[src/rtl/ast_pkg.sv]
package ast_pkg;

    localparam int MAX_DIV = 64;
    localparam int PRE_W   = $clog2(MAX_DIV);

    typedef enum logic [1:0] {
        DIV_BY1  = 2'b00,
        DIV_BY16 = 2'b01,
        DIV_BY64 = 2'b10,
        DIV_ALT  = 2'b11
    } div_sel_e;

    typedef struct packed {
        logic data8;
        logic par_en;
        logic par_odd;
        logic two_stop;
    } fmt_t;

    function automatic logic [PRE_W-1:0] div_last(input logic [1:0] sel);
        logic [PRE_W-1:0] r;
        case (div_sel_e'(sel))
            DIV_BY1:  r = '0;
            DIV_BY16: r = PRE_W'(15);
            default:  r = PRE_W'(MAX_DIV - 1);
        endcase
        return r;
    endfunction

endpackage

[src/rtl/ast_prescale.sv]
module ast_prescale
    import ast_pkg::*;
(
    input  logic       clk,
    input  logic       rst_n,
    input  logic       load,
    input  logic       busy,
    input  logic       tclk_tick,
    input  logic [1:0] div_sel,
    output logic       bit_tick
);

    typedef struct packed {
        logic [PRE_W-1:0] cnt;
        logic [PRE_W-1:0] last;
    } pre_st_t;

    pre_st_t st_d, st_q;

    always_comb begin
        st_d     = st_q;
        bit_tick = busy && tclk_tick && (st_q.cnt == st_q.last);
        if (load) begin
            st_d.cnt  = '0;
            st_d.last = div_last(div_sel);
        end else if (busy && tclk_tick) begin
            if (st_q.cnt == st_q.last) begin
                st_d.cnt = '0;
            end else begin
                st_d.cnt = st_q.cnt + PRE_W'(1);
            end
        end
    end

    always_ff @(posedge clk or negedge rst_n) begin
        if (!rst_n) begin
            st_q <= '0;
        end else begin
            st_q <= st_d;
        end
    end

endmodule

[src/rtl/ast_holdreg.sv]
module ast_holdreg #(
    parameter int DATA_W = 8
) (
    input  logic              clk,
    input  logic              rst_n,
    input  logic              wr_en,
    input  logic [DATA_W-1:0] wr_data,
    input  logic              load,
    output logic [DATA_W-1:0] hold_data,
    output logic              full
);

    typedef struct packed {
        logic [DATA_W-1:0] data;
        logic              full;
    } hold_st_t;

    hold_st_t st_d, st_q;

    always_comb begin
        st_d = st_q;
        if (wr_en) begin
            st_d.data = wr_data;
            st_d.full = 1'b1;
        end else if (load) begin
            st_d.full = 1'b0;
        end
    end

    always_ff @(posedge clk or negedge rst_n) begin
        if (!rst_n) begin
            st_q <= '0;
        end else begin
            st_q <= st_d;
        end
    end

    assign hold_data = st_q.data;
    assign full      = st_q.full;

endmodule

[src/rtl/ast_shifter.sv]
module ast_shifter
    import ast_pkg::*;
#(
    parameter int DATA_W = 8
) (
    input  logic              clk,
    input  logic              rst_n,
    input  logic              load,
    input  logic [DATA_W-1:0] data,
    input  fmt_t              fmt,
    input  logic              bit_tick,
    output logic              busy,
    output logic              txd
);

    localparam int FRAME_W = DATA_W + 4;
    localparam int REM_W   = $clog2(FRAME_W);

    typedef struct packed {
        logic               busy;
        logic [FRAME_W-1:0] sh;
        logic [REM_W-1:0]   rem;
    } sh_st_t;

    sh_st_t             st_d, st_q;
    logic [DATA_W-1:0]  dmask;
    logic [FRAME_W-1:0] dext;
    logic [FRAME_W-1:0] frame;
    logic               pbit;
    int                 nd;
    int                 nbits;

    always_comb begin
        dmask = data;
        if (!fmt.data8) begin
            dmask[DATA_W-1] = 1'b0;
        end
        nd    = fmt.data8 ? DATA_W : DATA_W - 1;
        pbit  = (^dmask) ^ fmt.par_odd;
        dext  = FRAME_W'(dmask);
        nbits = 2 + nd + (fmt.par_en ? 1 : 0) + (fmt.two_stop ? 1 : 0);
        for (int i = 0; i < FRAME_W; i++) begin
            if (i == 0) begin
                frame[i] = 1'b0;
            end else if (i <= nd) begin
                frame[i] = dext[i-1];
            end else if (i == nd + 1 && fmt.par_en) begin
                frame[i] = pbit;
            end else begin
                frame[i] = 1'b1;
            end
        end
    end

    always_comb begin
        st_d = st_q;
        if (load) begin
            st_d.busy = 1'b1;
            st_d.sh   = frame;
            st_d.rem  = REM_W'(nbits - 1);
        end else if (st_q.busy && bit_tick) begin
            if (st_q.rem == '0) begin
                st_d.busy = 1'b0;
                st_d.sh   = '1;
            end else begin
                st_d.sh  = {1'b1, st_q.sh[FRAME_W-1:1]};
                st_d.rem = st_q.rem - REM_W'(1);
            end
        end
    end

    always_ff @(posedge clk or negedge rst_n) begin
        if (!rst_n) begin
            st_q.busy <= 1'b0;
            st_q.sh   <= '1;
            st_q.rem  <= '0;
        end else begin
            st_q <= st_d;
        end
    end

    assign busy = st_q.busy;
    assign txd  = st_q.sh[0];

endmodule

[src/rtl/ast_tx_top.sv]
module ast_tx_top
    import ast_pkg::*;
#(
    parameter int DATA_W = 8
) (
    input  logic              clk,
    input  logic              rst_n,
    input  logic              tclk_tick,
    input  logic [1:0]        div_sel,
    input  logic              data8,
    input  logic              par_en,
    input  logic              par_odd,
    input  logic              two_stop,
    input  logic              irq_en,
    input  logic              cts_n,
    input  logic              wr_en,
    input  logic [DATA_W-1:0] wr_data,
    output logic              txd,
    output logic              tdre,
    output logic              irq
);

    logic              sh_busy;
    logic              full;
    logic              load;
    logic              bit_tick;
    logic [DATA_W-1:0] hold_q;
    fmt_t              fmt;

    assign fmt  = '{data8: data8, par_en: par_en, par_odd: par_odd, two_stop: two_stop};
    assign load = full && !sh_busy && !cts_n;
    assign tdre = !full && !cts_n;
    assign irq  = irq_en && tdre;

    ast_holdreg #(.DATA_W(DATA_W)) u_hold (
        .clk       (clk),
        .rst_n     (rst_n),
        .wr_en     (wr_en),
        .wr_data   (wr_data),
        .load      (load),
        .hold_data (hold_q),
        .full      (full)
    );

    ast_prescale u_pre (
        .clk       (clk),
        .rst_n     (rst_n),
        .load      (load),
        .busy      (sh_busy),
        .tclk_tick (tclk_tick),
        .div_sel   (div_sel),
        .bit_tick  (bit_tick)
    );

    ast_shifter #(.DATA_W(DATA_W)) u_shift (
        .clk      (clk),
        .rst_n    (rst_n),
        .load     (load),
        .data     (hold_q),
        .fmt      (fmt),
        .bit_tick (bit_tick),
        .busy     (sh_busy),
        .txd      (txd)
    );

endmodule

[config.mk]
export PLATFORM = sky130hd
export DESIGN_NAME = ast_tx_top
export DESIGN_NICKNAME = d
export VERILOG_FILES = /design/src/rtl/ast_pkg.sv /design/src/rtl/ast_prescale.sv /design/src/rtl/ast_holdreg.sv /design/src/rtl/ast_shifter.sv /design/src/rtl/ast_tx_top.sv
export SDC_FILE = /design/constraint.sdc
export NUM_CORES = 1
export LEC_CHECK = 0
export CORE_MARGIN = 2
export CORE_UTILIZATION = 45
export DETAILED_ROUTE_END_ITERATION = 16
export GPL_ROUTABILITY_DRIVEN = 0
export PLACE_DENSITY = 0.7
export SKIP_CTS_REPAIR_TIMING = 1
export SLEW_MARGIN = 10
export SYNTH_ARGS = -nofsm -noshare
export SYNTH_HDL_FRONTEND = slang
export SYNTH_SLANG_ARGS = --single-unit
[constraint.sdc]
create_clock -name clk -period 2 [get_ports clk]
set_clock_uncertainty 0.15 [all_clocks]
set_input_delay 0.3 -clock clk [delete_from_list [all_inputs] [get_ports clk]]
set_output_delay 0.3 -clock clk [all_outputs]
set_load 0.01 [all_outputs]
==> impl_metrics.tcl <==
set metrics [dict create \
    status "complete, no violations" \
    final_hold_viol_count 0 \
    numCtsBuffers 5 \
    p_leak_nw 0.961 \
    n_fill_cell 318 \
    cp_top_family "simple AND/OR/NAND/NOR gates" \
    cp_num_buf_inv 0 \
    grt_pass1_vias 1428 \
    fp.dieArea_um2 4370 \
    ys_seq_area_frac 0.468 \
    routed_wl_mm 3.66 \
    worst_ep_required_time_ns 2.03 \
    max_freq_mhz 516 \
    cp_slowest_cell "or4_4" \
    core-area_um2 3690 \
    syn_to_final_growth_pct 29.0 \
    vias 1381 \
    portBuffers 22 \
    finalMaxSlewViolations 0 \
    fin_crit_ns 1.94 \
    overflow 0 \
    clock_path_buffers 2 \
    setup_ws_ns 0.0608 \
    clock_sinks 32 \
    syn_area_um2 1740 \
    die_h_um 66.1 \
    maxCapViolCount 0 \
    setup_viol 0 \
    drive_above_1_share 0.252 \
    rsz0062_at_grt "yes" \
    dp_slack_ns -0.178 \
    async_reset_ff_frac 1.00 \
    synth-edff-count 0 \
    cp_max_fo 10 \
    end_kind "flip-flop" \
    io_pins 23 \
    vdd_drop_max_uv 623 \
    drc 0 \
    ant_nets 0 \
    num_antenna_cells 0 \
    p_per_area_nw_per_um2 1210 \
    syn_nets 198 \
    hold_path.class "in -> async" \
    drtIter0Drc 57 \
    worst_pin_slew_ns 0.427 \
    synth_flop_cell "dfrtp_1" \
    wire_per_inst_um 14.2 \
    start_util 0.471 \
    clockRootBuffer "clkbuf_8" \
    avgSynthCellArea_um2 10.2 \
    die_w_um 66.1 \
    hpwl_mm 2.68 \
    clk_latency_ns 0.29 \
    firstDrtPassIters 4 \
    htree_levels 2 \
    syn_inst 170 \
    max_slew_margin 0.713 \
    grt_max_degree 33 \
    regArea_um2 813 \
    grt.total_usage 0.188 \
    antenna_found_initial 0 \
    hold_ws_ns 0.255 \
    nets 237 \
    cts_tree "done" \
    routed_via_density 5.35 \
    worstSetupStartpointType "flip-flop" \
    cp.arrival_ns 1.97 \
    path_cells "and4_4 -> a22oi_2 -> or4_4 -> xnor2_1 -> o21ai_1" \
    clkTransAtPathRegs_ns 0.07 \
    max_stage_delay_ns 0.61 \
    ys_ff_latch 32 \
    post-route-period-util 0.970 \
    yosys_warnings 0 \
    yosys.cell_types.count 44 \
    path_class "reg -> reg" \
    multi_input_area_um2 882 \
    grt_first_pass_wirelength_mm 6.20 \
    floorplan.rows 22 \
]
## area by class of cell
| class | instances | share of cell area |
|---|---|---|
| clock buffer | 6 | 0.0324 |
| sequential | 32 | 0.363 |
| timing repair buffer | 38 | 0.159 |
| clock inverter | 2 | 0.0156 |
| tap | 48 | 0.0268 |
| inverter | 6 | 0.0101 |
| multi-input combinational | 126 | 0.394 |
## synthesized netlist by cell type, types with 3 or more instances
master    instances  area share
dfrtp_1          22        0.32
nor2_1           21       0.045
nand2_1          18       0.039
dfstp_2          10        0.15
nor3_1           10       0.029
xnor2_1          10       0.050
mux2_2            8       0.052
ha_1              7       0.050
o21ai_1           7       0.020
inv_1             6       0.013
o32ai_1           6       0.030
clkbuf_1          4      0.0086
nand3_1           4       0.012
a21o_1            3       0.013
## metrics by stage
stage	util	power, mW	area (µm²)	setup TNS [ns]	std cells
2_1_floorplan	-	1.75	1740	0	170
3_3_place_gp	0.570	2.01	2100	-0.119	248
3_5_place_dp	0.570	2.08	2100	-0.396	248
4_1_cts	0.599	2.70	2210	-0.00461	256
5_1_grt	0.608	2.89	2240	-0.0181	258
6_report	0.608	2.70	2240	0	258
## kinds of logic after synthesis
family	after synthesis	share of synthesized area
simple gates	70	0.207
flops	32	0.468
compound gates	29	0.125
buf+inv	12	0.0310
xor+xnor	11	0.0555
mux	8	0.0519
fa+ha+maj	8	0.0620
## per-layer routing
metal,vias to the layer above,wire length [µm],global-route usage
li1,671,-,-
met1,679,1540,0.207
met2,21,1910,0.339
met3,10,108,0.0460
met4,0,94,0.0842
met5,-,0,0
## path summary, 6_finish.rpt
path / slack, ns / from / end / cells after the start
setup / recovery: 0.06 / u_pre.st_q[7] / u_shift.st_q[0] / 5
max in group asynchronous: 1.12 / rst_n / u_shift.st_q[13] / 2
min in group clk: 0.36 / u_pre.st_q[4] / u_pre.st_q[4] / 2
hold / removal: 0.26 / rst_n / u_pre.st_q[11] / 2
setup reg to reg: 0.06 / u_pre.st_q[7] / u_shift.st_q[0] / 5
hold reg to reg: 0.36 / u_pre.st_q[4] / u_pre.st_q[4] / 2
## layout by cell type (no fill, tap or decap), types with 2 or more instances in the layout
cell	Yosys	final
dfrtp_1	22	22
clkdlybuf4s50_1	0	21
nor2_1	21	20
nand2_1	18	18
buf_4	0	15
nor3_1	10	10
xnor2_1	10	10
dfstp_2	10	10
mux2_2	8	8
o21ai_1	7	7
inv_1	6	6
o32ai_1	6	6
ha_1	7	6
clkbuf_8	0	5
nand3_1	4	4
a21o_1	3	3
and2_1	2	2
nor3b_2	1	2
a21oi_1	2	2
a31oi_1	2	2
## state kept, by name (all words and copies together) (netlist names)
| register | cells |
|---|---|
| u_pre.st_q | 8 |
| u_shift.st_q | 13 |
| u_hold.hold_data | 8 |
| u_shift.busy | 1 |
| u_shift.txd | 1 |
| u_hold.full | 1 |
## power breakdown
group	internal [mW]	total [mW]	switching (mW)
Combinational	0.505	0.981	0.475
Clock	0.369	0.610	0.241
Sequential	0.938	1.11	0.173
No activity file was read; power rests on OpenSTA's default activity.
